File: src/rtl/sertx_pkg.sv
package sertx_pkg;

    localparam int DATA_W    = 8;
    localparam int FRAME_MAX = DATA_W + 3;
    localparam int POS_W     = $clog2(FRAME_MAX);

    typedef enum logic [1:0] {
        TXS_OFF   = 2'd0,
        TXS_ON    = 2'd1,
        TXS_DRAIN = 2'd2
    } tx_state_e;

    typedef enum logic [1:0] {
        PK_EVEN  = 2'b00,
        PK_ODD   = 2'b01,
        PK_SPACE = 2'b10,
        PK_MARK  = 2'b11
    } par_kind_e;

    typedef struct packed {
        logic      off;
        par_kind_e kind;
    } par_mode_t;

    typedef struct packed {
        logic go;
        logic stop;
        logic kill;
    } tx_cmd_t;

    typedef struct packed {
        logic [FRAME_MAX-1:0] bits;
        logic [POS_W-1:0]     last;
    } frame_t;

    typedef struct packed {
        logic             pend;
        logic             act;
        logic [POS_W-1:0] pos;
        frame_t           fr;
    } shift_state_t;

    function automatic logic parity_bit(par_mode_t m, logic [DATA_W-1:0] d);
        case (m.kind)
            PK_EVEN:  return ^d;
            PK_ODD:   return ~^d;
            PK_SPACE: return 1'b0;
            default:  return 1'b1;
        endcase
    endfunction

    function automatic frame_t build_frame(par_mode_t m, logic [DATA_W-1:0] d);
        frame_t f;
        if (m.off) begin
            f.bits = {1'b1, 1'b1, d, 1'b0};
            f.last = POS_W'(DATA_W + 1);
        end else begin
            f.bits = {1'b1, parity_bit(m, d), d, 1'b0};
            f.last = POS_W'(DATA_W + 2);
        end
        return f;
    endfunction

endpackage

File: src/rtl/sertx_ctrl.sv
module sertx_ctrl
    import sertx_pkg::*;
(
    input  logic      clk,
    input  logic      rst,
    input  tx_cmd_t   cmd,
    input  logic      dp_idle,
    output tx_state_e state
);

    tx_state_e nxt;

    always_comb begin
        nxt = state;
        if (cmd.kill) begin
            nxt = TXS_OFF;
        end else if (cmd.stop) begin
            nxt = dp_idle ? TXS_OFF : TXS_DRAIN;
        end else if (cmd.go) begin
            nxt = TXS_ON;
        end else if (state == TXS_DRAIN && dp_idle) begin
            nxt = TXS_OFF;
        end
    end

    always_ff @(posedge clk) begin
        if (rst) begin
            state <= TXS_OFF;
        end else begin
            state <= nxt;
        end
    end

    // reset leaves the transmitter off
    a_r1_reset_off: assert property (@(posedge clk)
        rst |=> (state == TXS_OFF));

    // disable beats a simultaneous enable
    a_r2_dis_wins: assert property (@(posedge clk) disable iff (rst)
        (cmd.go && cmd.stop) |=> (state != TXS_ON));

    // a drain with work left does not stop early
    a_r5_drain_holds: assert property (@(posedge clk) disable iff (rst)
        (state == TXS_DRAIN && !dp_idle && !cmd.kill && !cmd.go) |=> (state == TXS_DRAIN));

endmodule

File: src/rtl/sertx_hold.sv
module sertx_hold
    import sertx_pkg::*;
(
    input  logic              clk,
    input  logic              rst,
    input  logic              flush,
    input  logic              wr_accept,
    input  logic              shifter_busy,
    input  logic              take,
    input  logic [DATA_W-1:0] wr_data,
    output logic              full,
    output logic [DATA_W-1:0] data
);

    logic park;

    // Only writes that find the shifter occupied are parked here.
    assign park = wr_accept && shifter_busy;

    always_ff @(posedge clk) begin
        if (rst || flush) begin
            full <= 1'b0;
            data <= '0;
        end else if (take) begin
            full <= 1'b0;
        end else if (park) begin
            full <= 1'b1;
            data <= wr_data;
        end
    end

    // a held character is never overwritten
    a_r8_hold_kept: assert property (@(posedge clk) disable iff (rst)
        (full && !take && !flush) |=> (full && $stable(data)));

    // a flush empties the holding stage
    a_r6_hold_flush: assert property (@(posedge clk) disable iff (rst)
        flush |=> !full);

endmodule

File: src/rtl/sertx_shift.sv
module sertx_shift
    import sertx_pkg::*;
(
    input  logic              clk,
    input  logic              rst,
    input  logic              flush,
    input  logic              baud_tick,
    input  par_mode_t         mode,
    input  logic              direct_load,
    input  logic [DATA_W-1:0] direct_data,
    input  logic              hold_full,
    input  logic [DATA_W-1:0] hold_data,
    output logic              busy,
    output logic              take,
    output logic              txd
);

    shift_state_t q, d;
    logic         at_last;

    assign at_last = q.act && (q.pos == q.fr.last);
    assign busy    = q.act || q.pend;
    assign take    = hold_full && (!busy || (at_last && baud_tick));
    assign txd     = q.act ? q.fr.bits[q.pos] : 1'b1;

    always_comb begin
        d = q;
        if (flush) begin
            d = '0;
        end else if (take && busy) begin
            // back-to-back: next start bit begins on this strobe
            d.act  = 1'b1;
            d.pend = 1'b0;
            d.pos  = '0;
            d.fr   = build_frame(mode, hold_data);
        end else if (take) begin
            d.pend = 1'b1;
            d.act  = 1'b0;
            d.pos  = '0;
            d.fr   = build_frame(mode, hold_data);
        end else if (direct_load) begin
            d.pend = 1'b1;
            d.act  = 1'b0;
            d.pos  = '0;
            d.fr   = build_frame(mode, direct_data);
        end else if (q.pend && baud_tick) begin
            d.pend = 1'b0;
            d.act  = 1'b1;
            d.pos  = '0;
        end else if (q.act && baud_tick) begin
            if (at_last) begin
                d.act = 1'b0;
            end else begin
                d.pos = q.pos + 1'b1;
            end
        end
    end

    always_ff @(posedge clk) begin
        if (rst) begin
            q <= '0;
        end else begin
            q <= d;
        end
    end

    // a pending frame opens with a low start bit on the strobe
    a_r3_start_low: assert property (@(posedge clk) disable iff (rst)
        (q.pend && baud_tick && !flush) |=> !txd);

    // a bit holds its level between strobes
    a_r3_bit_steady: assert property (@(posedge clk) disable iff (rst)
        (q.act && !baud_tick && !flush) |=> $stable(txd));

    // the final bit of a frame is a high stop bit
    a_r3_stop_high: assert property (@(posedge clk) disable iff (rst)
        at_last |-> txd);

    // flush returns the line to idle high at once
    a_r6_line_idle: assert property (@(posedge clk) disable iff (rst)
        flush |=> (txd && !busy));

endmodule

File: src/rtl/sertx_dbuf.sv
module sertx_dbuf
    import sertx_pkg::*;
(
    input  logic              clk,
    input  logic              rst,
    input  logic              cmd_en,
    input  logic              cmd_dis,
    input  logic              cmd_rst,
    input  logic [2:0]        par_mode,
    input  logic              wr_en,
    input  logic [DATA_W-1:0] wr_data,
    input  logic              baud_tick,
    output logic              tx_ready,
    output logic              tx_empty,
    output logic              txd
);

    tx_cmd_t           cmd;
    tx_state_e         state;
    par_mode_t         mode;
    logic              hold_full;
    logic [DATA_W-1:0] hold_data;
    logic              sh_busy;
    logic              sh_take;
    logic              dp_idle;
    logic              wr_accept;

    assign cmd  = '{go: cmd_en, stop: cmd_dis, kill: cmd_rst};
    assign mode = par_mode_t'(par_mode);

    assign dp_idle   = !hold_full && !sh_busy;
    assign wr_accept = wr_en && (state == TXS_ON) && !hold_full && !cmd_dis && !cmd_rst;

    sertx_ctrl u_ctrl (
        .clk     (clk),
        .rst     (rst),
        .cmd     (cmd),
        .dp_idle (dp_idle),
        .state   (state)
    );

    sertx_hold u_hold (
        .clk          (clk),
        .rst          (rst),
        .flush        (cmd_rst),
        .wr_accept    (wr_accept),
        .shifter_busy (sh_busy),
        .take         (sh_take),
        .wr_data      (wr_data),
        .full         (hold_full),
        .data         (hold_data)
    );

    sertx_shift u_shift (
        .clk         (clk),
        .rst         (rst),
        .flush       (cmd_rst),
        .baud_tick   (baud_tick),
        .mode        (mode),
        .direct_load (wr_accept && !sh_busy),
        .direct_data (wr_data),
        .hold_full   (hold_full),
        .hold_data   (hold_data),
        .busy        (sh_busy),
        .take        (sh_take),
        .txd         (txd)
    );

    assign tx_ready = (state == TXS_ON) && !hold_full;
    assign tx_empty = dp_idle;

    // an accepted write always leaves work behind
    a_r9_accept_busy: assert property (@(posedge clk) disable iff (rst)
        wr_accept |=> !tx_empty);

    // reset command quiets every output
    a_r6_kill_quiet: assert property (@(posedge clk) disable iff (rst)
        cmd_rst |=> (txd && tx_empty && !tx_ready));

    // a write into an idle shifter keeps ready high
    a_r7_ready_kept: assert property (@(posedge clk) disable iff (rst)
        (wr_accept && !sh_busy && !cmd_en) |=> tx_ready);

endmodule

File: config.mk
export PLATFORM = sky130hd
export DESIGN_NAME = sertx_dbuf
export DESIGN_NICKNAME = d
export VERILOG_FILES = /design/src/rtl/sertx_pkg.sv /design/src/rtl/sertx_ctrl.sv /design/src/rtl/sertx_hold.sv /design/src/rtl/sertx_shift.sv /design/src/rtl/sertx_dbuf.sv
export SDC_FILE = /design/constraint.sdc
export NUM_CORES = 1
export LEC_CHECK = 0
export BUFFER_PORTS_ARGS = -buffer_cell sky130_fd_sc_hd__buf_4
export CAP_MARGIN = 20
export CORE_MARGIN = 1
export CORE_UTILIZATION = 35
export CTS_BUF_LIST = sky130_fd_sc_hd__clkbuf_4 sky130_fd_sc_hd__clkbuf_8
export DETAILED_ROUTE_END_ITERATION = 8
export SLEW_MARGIN = 20
export SYNTH_ARGS = -nofsm -noshare
export SYNTH_HDL_FRONTEND = slang
export SYNTH_SLANG_ARGS = --single-unit
File: constraint.sdc
create_clock -name clk -period 1.8 [get_ports clk]
set_clock_uncertainty 0.1 [all_clocks]
set_input_delay 0.36 -clock clk [delete_from_list [all_inputs] [get_ports clk]]
set_output_delay 0.36 -clock clk [all_outputs]
set_load 0.02 [all_outputs]
=== After elaboration in Yosys (flattened, before gate mapping) ===
Index checks and enable logic that the tools add are counted.

* Flip-flop bits (word level): 32
* Logic and storage cells: 76
* Input port bits: 18
* Output and inout port bits: 3

* Bitwise logic cells: 2
* $lt $le $gt $ge: 1
* Multiplexer cells: 20
* Add/subtract/negate cells: 1
* Equal/unequal tests: 5
* Reduce and logical (&&, ||, !) cells: 39

{| class="wikitable"
|+ Operators with widths
! kind !! number
|-
| $mux W14 || 2
|-
| $mux W21 || 1
|-
| $mux W20 || 1
|-
| $reduce_xnor A8 Y1 || 2
|-
| $reduce_xor A8 Y1 || 2
|-
| $logic_and A1 B1 Y1 || 15
|-
| $mux W15 || 1
|-
| $mux W5 || 2
|-
| $reduce_bool A5 Y1 || 2
|-
| $reduce_bool A3 Y1 || 3
|-
| $mux W2 || 4
|-
| $mux W6 || 1
|-
| $pmux W1 S3 || 2
|-
| $reduce_and A2 Y1 || 3
|-
| $reduce_or A6 Y1 || 1
|-
| $lt A4 B5 Y1 const B || 1
|-
| $add A4 B1 Y4 const B || 1
|-
| $bmux W1 S4 || 1
|-
| $eq A2 B1 Y1 const B || 2
|-
| $eq A2 B2 Y1 const B || 2
|-
| $eq A4 B4 Y1 || 1
|-
| $logic_not A1 Y1 || 4
|-
| $mux W1 || 4
|-
| $mux W4 || 1
|-
| 5 further kinds || 9
|}

=== Longest topological paths before layout ===
Gate-level depths: netlist of run 1.

* Depth in word-level cells: 9
* Mapped depth: 8
* Depth with buffers taken out: 5

=== By module ===
Synthesis of run 1 repeated with hierarchy kept, for this count alone.

* Cells, all modules: 181
* Area total of the unflattened synthesis: 1,749.2 sq um

{| class="wikitable"
|+ Modules (own cells, without submodules)
! module !! instances !! area each (sq um) !! sequential area each (sq um) !! cells an instance
|-
| sertx_shift || 1 || 1,138.6 || 360.3 || 126
|-
| sertx_hold || 1 || 486.7 || 180.2 || 41
|-
| sertx_ctrl || 1 || 87.6 || 40.0 || 9
|-
| sertx_dbuf || 1 || 36.3 || 0.0 || 5
|}

=== Worst setup path before layout of run 1 ===
No wires, ideal clock.

* Kind: register to register
* Start: register u_hold.full
* End: register u_shift.q[5] (netlist name)
* Setup slack: -0.529 ns
* Data arrival time: 2.103 ns
* Setup time: 0.126 ns
* Period minus slack after synthesis: 2.329 ns
* Path buffers: 1
* Stages on the path, launching flop included: 7
* Required time: 1.574 ns
* Cell sequence: dfxtp_1 -> clkbuf_1 -> nor3b_1 -> nand3_1 -> mux2_2 -> a21oi_1 -> nor3_1

* Word-level cells in the longest chain between the ends: 6
* Elaborated cells on any way between the ends: 10
* Those cells by class: 2 x mux; 8 x reduce/logical

{| class="wikitable"
|+ Ends and longest elaborated chain
! what !! line !! source
|-
| start: declaration || sertx_hold.sv:11 || <nowiki>output logic full,</nowiki>
|-
| start signal: assignment || sertx_hold.sv:22 || <nowiki>full <= 1'b0;</nowiki>
|-
| start signal: assignment || sertx_hold.sv:25 || <nowiki>full <= 1'b0;</nowiki>
|-
| start signal: assignment || sertx_hold.sv:27 || <nowiki>full <= 1'b1;</nowiki>
|-
| $logic_not A1 Y1 || sertx_dbuf.sv:32 || <nowiki>assign wr_accept = wr_en && (state == TXS_ON) && !hold_full && !cmd_dis && !cmd_rst;</nowiki>
|-
| $logic_and A1 B1 Y1 (3 in series) || sertx_dbuf.sv:32 ||
|-
| $logic_and A1 B1 Y1 || sertx_dbuf.sv:60 || <nowiki>.direct_load (wr_accept && !sh_busy),</nowiki>
|-
| $reduce_bool A3 Y1 (no source line) || n/a ||
|-
| end signal: assignment || sertx_shift.sv:61 || <nowiki>q <= '0;</nowiki>
|-
| end signal: assignment || sertx_shift.sv:63 || <nowiki>q <= d;</nowiki>
|-
| end: declaration || sertx_shift.sv:18 || <nowiki>shift_state_t q, d;</nowiki>
|}

Parallel ways exist; a longest one is shown, timed or not.
A chain may end at the register's enable or synchronous reset.

=== Worst setup path in the final report of run 1 ===
* Start: register u_shift.q[15] (netlist name)
* End: output txd

* Word-level cells in the longest chain between the ends: 3

{| class="wikitable"
|+ Ends and longest elaborated chain
! what !! line !! source
|-
| $bmux W1 S4 || sertx_shift.sv:24 || <nowiki>assign txd = q.act ? q.fr.bits[q.pos] : 1'b1;</nowiki>
|-
| $mux W1 (implied by the code) || sertx_shift.sv:24 ||
|-
| $mux W1 || sertx_shift.sv:24 ||
|-
| end: declaration || sertx_dbuf.sv:15 || <nowiki>output logic txd</nowiki>
|}

Every way passes these cells. The select of a mux whose other input is x is not followed.

==> results of run 1 <==
[worst reg2reg max path, delay by kind of cell (launching register included)]
kind,cells,cell delay [ps]
AO/OA/AOI/OAI,2,580
XOR/XNOR,1,130
buffers and inverters,2,290
flip-flops,1,330
AND/OR/NAND/NOR,1,490
[state kept, by name (all words and copies together) (netlist names)]
register,flops
u_hold.data,8
u_shift.q,18
u_hold.full,1
u_ctrl.state,2
[cells in the mapped netlist]
master and count:
sky130_fd_sc_hd__dfxtp_1 29, sky130_fd_sc_hd__nor2_1 17, sky130_fd_sc_hd__mux2i_1 16, sky130_fd_sc_hd__o21ai_0 15, sky130_fd_sc_hd__a21oi_1 11, sky130_fd_sc_hd__xor2_1 9, sky130_fd_sc_hd__nor3_1 8, sky130_fd_sc_hd__nand2_1 7
sky130_fd_sc_hd__xnor2_1 6, sky130_fd_sc_hd__clkbuf_1 5, sky130_fd_sc_hd__mux2_2 4, sky130_fd_sc_hd__buf_6 3, sky130_fd_sc_hd__o311a_2 3, sky130_fd_sc_hd__and2_1 2, sky130_fd_sc_hd__nand2b_1 2, sky130_fd_sc_hd__nand3_1 2
sky130_fd_sc_hd__nand3b_1 2, sky130_fd_sc_hd__nand4_1 2, sky130_fd_sc_hd__nor2b_1 2, sky130_fd_sc_hd__nor3b_1 2, sky130_fd_sc_hd__o311a_1 2, sky130_fd_sc_hd__xnor3_1 2, sky130_fd_sc_hd__and3_1 1, sky130_fd_sc_hd__buf_1 1
sky130_fd_sc_hd__buf_2 1, sky130_fd_sc_hd__clkinv_1 1, sky130_fd_sc_hd__ha_1 1, sky130_fd_sc_hd__mux4_1 1, sky130_fd_sc_hd__o2111a_1 1, sky130_fd_sc_hd__o2111ai_1 1, sky130_fd_sc_hd__o211ai_1 1, sky130_fd_sc_hd__o21a_1 1
sky130_fd_sc_hd__o221ai_1 1, sky130_fd_sc_hd__o22a_1 1, sky130_fd_sc_hd__o22ai_1 1, sky130_fd_sc_hd__or2_2 1, sky130_fd_sc_hd__or3_1 1, sky130_fd_sc_hd__or4_4 1, sky130_fd_sc_hd__xor3_1 1
[per-stage QoR]
step,std cells,hold WS (ps),util (%)
4_1_cts,259,148.4,47.87
5_1_grt,259,157.9,49.14
6_report,259,160.9,49.14
2_1_floorplan,168,339.3,-
3_5_place_dp,249,388.7,44.08
3_3_place_gp,249,369.7,44.08
[layer usage]
layer / routed length, um / GRT usage, % / part of all wire (%)
met5: 0 / 0 / 0
met1: 1933 / 23.97 / 48
met2: 1851 / 28.26 / 46
met3: 203 / 5.669 / 5.0
met4: 68 / 7.483 / 1.7
[cell type report]
| class | count | share of cell area [%] |
|---|---|---|
| multi-input cells | 128 | 47.72 |
| repair buffers | 41 | 16.26 |
| well taps | 52 | 3.041 |
| flip-flops and latches | 29 | 27.19 |
| clock buffers | 7 | 4.211 |
| inverters | 1 | 0.1754 |
| clock inverters | 1 | 1.404 |
[path summary, 6_finish.rpt]
kind	to
hold / removal	u_ctrl.state[0]
hold reg to reg	u_ctrl.state[1]
setup / recovery	txd
setup reg to reg	u_shift.q[9]
[what timing repair did]
action	4_1_cts	5_1_grt
cloned	1	0
hold buffers	0	0
endpoints found under the setup margin	18	18
resized for setup	6	17
pin swaps	3	4
hold endpoints to repair	0	0
buffers inserted	1	0
[cell families (layout without fill, tap and decap cells)]
logic type,count (synthesis),count (layout)
compound gates,38,38
xor+xnor,18,18
fa+ha+maj,1,1
buf+inv,11,50
flops,29,29
mux,21,21
simple gates,50,50
[where the power goes]
part           switching [mW]  leakage, nW  internal, mW  total [mW]
clock network           0.261       0.0619         0.466       0.727
registers            0.000913        0.234         0.643       0.644
logic                  0.0562        0.644        0.0703       0.127
total                   0.318        0.940          1.18        1.50
[placed cells by master, fill, tap and decap left out, drive strengths merged]
master,synthesis,routed
a21oi,11,11
o211ai,1,1
nand3,2,2
buf,5,41
mux2i,16,16
nor3b,2,2
xor3,1,1
mux2,4,4
o21ai,15,15
clkbuf,5,7
o311a,5,5
o22a,1,1
xnor3,2,2
nand3b,2,2
or3,1,1
and3,1,1
dfxtp,29,29
or2,1,1
and2,2,2
mux4,1,1
xor2,9,9
nor2,17,17
o21a,1,1
ha,1,1
nor3,8,8
o22ai,1,1
nand4,2,2
nand2,7,7
or4,1,1
o2111a,1,1
xnor2,6,6
o2111ai,1,1
nand2b,2,2
nor2b,2,2
clkinv,1,1
bufinv,0,1
o221ai,1,1
==> load_flow_metrics.sql, run 1 <==
INSERT INTO impl_metrics (metric_group, metric, value, unit) VALUES
('status', 'outcome', 'finished, violations left', ''),
('status', 'violated_checks', 'setup timing', ''),
('place', 'pre_cts_slack', '-124.6', 'ps'),
('clocking', 'clk_pin_slew_worst_paths', '60', 'ps'),
('synth', 'syn-num-nets', '187', ''),
('synth', 'synth.avg_cell_area', '9.421', 'um^2'),
('timing', 'layout_min_cycle_time', '2072', 'ps'),
('synth', 'post-synth-top-area-cell', 'sky130_fd_sc_hd__dfxtp_1', ''),
('setup_path', 'r2r_start', 'u_shift.q[15]', ''),
('power', 'leakage_power_of_the_design', '0.9400', 'nW'),
('floorplan', 'dieHeight', '69.25', 'um'),
('synth', 'synth_top_family_by_area', 'simple AND/OR/NAND/NOR gates', ''),
('setup_path', 'critical_path_class', 'flop to output pin', ''),
('finish', 'nNetsFinal', '225', ''),
('finish', 'multi_input_comb_area', '0.001021', 'mm^2'),
('timing', 'setup-tns-final', '-2601', 'ps'),
('clocking', 'clkLatencyLatePin', '290', 'ps'),
('timing', 'fmaxAchievable', '482.7', 'MHz'),
('timing', 'maxSlewViolCount', '0', ''),
('synth', 'synth_mux_area_share', '14.62', '%'),
('finish', 'ff_latch_area', '581.8', 'um^2'),
('timing', 'timing.final.ws_setup', '-271.7', 'ps'),
('global_route', 'grt_start_max_net_pins', '17', ''),
('place', 'postPlaceCellArea', '0.001919', 'mm^2'),
('hold_path', 'whs_path_depth', '2', ''),
('synth', 'post_synth_fa_ha_maj_area_fraction', '0.7905', '%'),
('setup_path', 'worst_path_largest_cell_delay', '500', 'ps'),
('synth', 'synth_compound_area_share', '15.34', '%'),
('route', 'vias_per_cell', '5.398', ''),
('timing', 'setup_viol', '18', ''),
('clocking', 'clk_root_buffer_cell', 'sky130_fd_sc_hd__clkbuf_8', ''),
('synth', 'ys_ff_latch', '29', ''),
('setup_path', 'worstSetupEndpointType', 'output pin', ''),
('finish', 'layout-drive-gt1-share', '36.23', '%'),
('synth', 'netlist.area_leader.share', '36.68', '%'),
('synth', 'netlist-cell-type-count', '39', ''),
('clocking', 'cts_made_buffers', '5', ''),
('setup_path', 'worst_path_dominant_cell_family', 'multiplexers', ''),
('hold_path', 'worst_hold_startpoint', 'cmd_dis', ''),
('route', 'initialDrtViolationCount', '40', ''),
('timing', 'setup_repair_after_global_routing_missed_its_margin', 'yes', ''),
('global_route', 'global_route_wire_length_before_repair', '6.775', 'mm'),
('floorplan', 'initial_utilization', '36.35', '%'),
('setup_path', 'crit_path_buf_inv_count', '2', ''),
('clocking', 'clock-sinks', '29', ''),
('hold_path', 'holdCritPathClass', 'primary input to flop', ''),
('floorplan', 'fp.dieArea', '0.004795', 'mm^2'),
('clocking', 'cts-root-to-sink-buffers', '2', ''),
('floorplan', 'die_width', '69.25', 'um'),
('setup_path', 'cp_max_fo', '4', ''),
('setup_path', 'crit_path_start', 'u_shift.q[15]', ''),
('place', 'detailedPlacementHpwl', '2.828', 'mm'),
('route', 'wl_per_cell', '15.66', 'um'),
('route', 'drc_errors', '0', ''),
('setup_path', 'critical_path_depth', '5', ''),
('place', 'gpl.final_weighted_congestion', '0.8238', ''),
('clocking', 'cts_max_level', '2', ''),
('route', 'finalWirelength', '4.057', 'mm'),
('finish', 'num-fill-cells', '412', ''),
('global_route', 'grt_ovf', '0', ''),
('finish', 'final_area', '0.002140', 'mm^2'),
('synth', 'synth_xor_xnor_area_share', '12.65', '%'),
('timing', 'relSlewSlack', '59.36', '%'),
('route', 'routed-via-count', '1398', ''),
('timing', 'timing_worst_slew_pin_value', '605.9', 'ps'),
('synth', 'warnings_from_yosys', '0', ''),
('route', 'ant_nets', '0', ''),
('floorplan', 'placement_rows', '24', ''),
('setup_path', 'worstPathCellList', 'buf_6 > mux4_2 > nand3b_1 > o211ai_1 > buf_4', ''),
('finish', 'layout-area-overhead-vs-synth', '35.18', '%'),
('run', 'max-cap-violations', '0', '');
Note: power is estimated with default switching activity, not from simulation.
==> run 2: changes to the inputs <==
--- a/config.mk
+++ b/config.mk
@@ -7,7 +7,7 @@
 export LEC_CHECK = 0
 export BUFFER_PORTS_ARGS = -buffer_cell sky130_fd_sc_hd__buf_4
 export CAP_MARGIN = 20
-export CORE_MARGIN = 1
+export CORE_MARGIN = 3
 export CORE_UTILIZATION = 35
 export CTS_BUF_LIST = sky130_fd_sc_hd__clkbuf_4 sky130_fd_sc_hd__clkbuf_8
 export DETAILED_ROUTE_END_ITERATION = 8
==> constraint.sdc (replaced) <==
create_clock -name clk -period 1.8 [get_ports clk]
set_clock_uncertainty 0.1 [all_clocks]
set_input_delay 0.27 -clock clk [delete_from_list [all_inputs] [get_ports clk]]
set_output_delay 0.27 -clock clk [all_outputs]
set_load 0.02 [all_outputs]
==> load_flow_metrics.sql, run 2 (synthesized netlist as in run 1, its figures left out) <==
INSERT INTO impl_metrics (metric_group, metric, value, unit) VALUES
('status', 'outcome', 'finished, violations left', ''),
('status', 'violated_checks', 'setup timing', ''),
('route', 'drc_errors', '0', ''),
('setup_path', 'r2r_start', 'u_shift.q[15]', ''),
('global_route', 'grt_ovf', '0', ''),
('timing', 'timing_worst_slew_pin_value', '541.4', 'ps'),
('setup_path', 'critical_path.startpoint_type', 'flop', ''),
('timing', 'setup_repair_after_global_routing_missed_its_margin', 'yes', ''),
('finish', 'nNetsFinal', '222', ''),
('route', 'vias_per_cell', '5.354', ''),
('route', 'detail_route.first_pass.iterations', '4', ''),
('clocking', 'cts_max_level', '2', ''),
('finish', 'layout-area-overhead-vs-synth', '36.28', '%'),
('clocking', 'cts_made_buffers', '5', ''),
('clocking', 'clkLatencyLatePin', '290', 'ps'),
('clocking', 'tritoncts_clock_tree', 'yes', ''),
('finish', 'layout-drive-gt1-share', '35.78', '%'),
('hold_path', 'holdCritPathClass', 'primary input to flop', ''),
('timing', 'layout_min_cycle_time', '1996', 'ps'),
('timing', 'hold-worst-slack', '73.55', 'ps'),
('place', 'port_buffers', '20', ''),
('finish', 'reg_top3', 'u_shift.q (18), u_hold.data (8), u_ctrl.state (2)', ''),
('finish', 'layout.cells.most_common', 'sky130_fd_sc_hd__buf_4', ''),
('floorplan', 'coreArea', '0.004173', 'mm^2'),
('floorplan', 'fp.dieArea', '0.005365', 'mm^2'),
('place', 'postPlaceCellArea', '0.001887', 'mm^2'),
('timing', 'timing.final.ws_setup', '-196.0', 'ps'),
('setup_path', 'crit_slowest_cell', 'sky130_fd_sc_hd__mux4_2', ''),
('clocking', 'clock-sinks', '29', ''),
('timing', 'maxSlewViolCount', '0', ''),
('timing', 'min_period_over_period', '110.9', '%'),
('clocking', 'cts-root-to-sink-buffers', '2', ''),
('finish', 'antenna-diode-count', '0', ''),
('route', 'wl_per_cell', '15.52', 'um'),
('timing', 'finalHoldViolations', '0', ''),
('route', 'routed-via-count', '1360', ''),
('setup_path', 'cp_max_fo', '4', ''),
('clocking', 'cts.hold.buffers_added', '0', ''),
('timing', 'setup_viol', '18', ''),
('timing', 'relSlewSlack', '63.91', '%'),
('finish', 'regMostFlops', 'u_shift.q', ''),
('setup_path', 'cp.required', '1430', 'ps'),
('global_route', 'global_route_wire_length_before_repair', '6.755', 'mm'),
('finish', 'final_area', '0.002157', 'mm^2'),
('finish', 'ff_latch_area', '581.8', 'um^2'),
('clocking', 'clk_pin_slew_worst_paths', '70', 'ps'),
('power', 'leakage_power_of_the_design', '0.9262', 'nW'),
('place', 'detailedPlacementHpwl', '2.733', 'mm'),
('clocking', 'clk_root_buffer_cell', 'sky130_fd_sc_hd__clkbuf_8', ''),
('finish', 'multi_input_comb_area', '0.001059', 'mm^2'),
('setup_path', 'worstSetupEndpointType', 'output pin', ''),
('power', 'power_per_cell_area', '688.3', 'mW/mm^2'),
('floorplan', 'initial_utilization', '37.93', '%'),
('finish', 'commonest_non_fill_non_tap_cells_in_the_layout', 'sky130_fd_sc_hd__buf_4 (32), sky130_fd_sc_hd__dfxtp_1 (28), sky130_fd_sc_hd__mux2i_1 (16)', ''),
('global_route', 'grt_start_max_net_pins', '17', ''),
('route', 'initialDrtViolationCount', '59', ''),
('global_route', 'number_of_antenna_violations_at_the_first_check_in_global_routing', '0', ''),
('global_route', 'global_route_usage_over_all_layers', '16.87', '%'),
('floorplan', 'dieHeight', '73.25', 'um'),
('hold_path', 'worst_hold_startpoint', 'cmd_dis', ''),
('run', 'max-cap-violations', '0', ''),
('setup_path', 'critical_path_class', 'flop to output pin', ''),
('setup_path', 'crit_path_start', 'u_shift.q[15]', ''),
('place', 'gpl.final_weighted_congestion', '0.7322', ''),
('setup_path', 'worstPathCellList', 'buf_6 > mux4_2 > nand3b_1 > o211ai_1 > buf_4', ''),
('power', 'vdd_drop_max', '0.3499', 'mV'),
('global_route', 'number_of_global_route_vias_before_repair', '1418', ''),
('finish', 'num-fill-cells', '369', ''),
('floorplan', 'placement_rows', '23', ''),
('route', 'ant_nets', '0', ''),
('finish', 'flip_flop_count_of_the_largest_register_after_layout', '18', ''),
('timing', 'fmaxAchievable', '501.0', 'MHz'),
('floorplan', 'boundaryPins', '21', ''),
('setup_path', 'cp_data_arrival_time', '1630', 'ps'),
('setup_path', 'worst_path_largest_cell_delay', '510', 'ps'),
('floorplan', 'die_width', '73.25', 'um'),
('route', 'finalWirelength', '3.942', 'mm');
-- run 2: power by group --
part / leakage (nW) / switching (mW) / internal [mW]
clock: 0.0574 / 0.269 / 0.450
sequential: 0.234 / 0.000995 / 0.643
combinational: 0.635 / 0.0566 / 0.0659
total: 0.926 / 0.326 / 1.16
-- run 2: final timing paths --
path | end | slack (ps) | cells past startpoint
worst max-delay path | txd | -200 | 5
worst max register to register | u_shift.q[8] | -190 | 6
worst min register to register | u_shift.q[0] | 390 | 2
worst min-delay path | u_ctrl.state[0] | 70 | 2
-- run 2: layout make-up --
| cell class | instances | area share, % |
|---|---|---|
| Clock inverter | 2 | 1.740 |
| Tap cell | 50 | 2.900 |
| Sequential cell | 29 | 26.97 |
| Timing Repair Buffer | 38 | 15.31 |
| Inverter | 1 | 0.1740 |
| Clock buffer | 6 | 3.828 |
| Multi-Input combinational cell | 128 | 49.07 |
-- run 2: worst max-delay path, delay by kind of cell, from the launching register on --
kind | cells | cell delay (ps)
and+or+nand+nor | 1 | 100
AOI/OAI and AO/OA | 1 | 90
muxes | 1 | 510
DFF | 1 | 340
buffers and inverters | 2 | 300
-- run 2: repair_timing --
action,CTS,global route
endpoints found under the setup margin,18,18
setup buffers,3,0
pin swaps,4,12
gates cloned,0,1
resized for setup,18,11
-- run 2: per-stage QoR --
stage          worst slack (ps)  utilization, %  TNS (ps)  power [mW]  instances
2_1_floorplan            -171.8               -     -1743      0.7184        168
3_3_place_gp             -112.0           45.22    -586.4      0.7750        243
3_5_place_dp             -136.2           45.22    -988.3      0.7775        243
4_1_cts                  -198.0           50.22     -1918       1.505        254
5_1_grt                  -253.9           51.69     -3378       1.544        254
6_report                 -196.0           51.69     -2185       1.485        254
-- run 2: metal layers --
| metal | vias to the layer above | part of all wire [%] | track usage [%] |
|---|---|---|---|
| met4 | 0 | 1.3 | 5.738 |
| met1 | 654 | 45 | 20.27 |
| met5 | - | 0 | 0 |
| li1 | 676 | - | - |
| met2 | 23 | 50 | 28.00 |
| met3 | 7 | 4.1 | 5.647 |
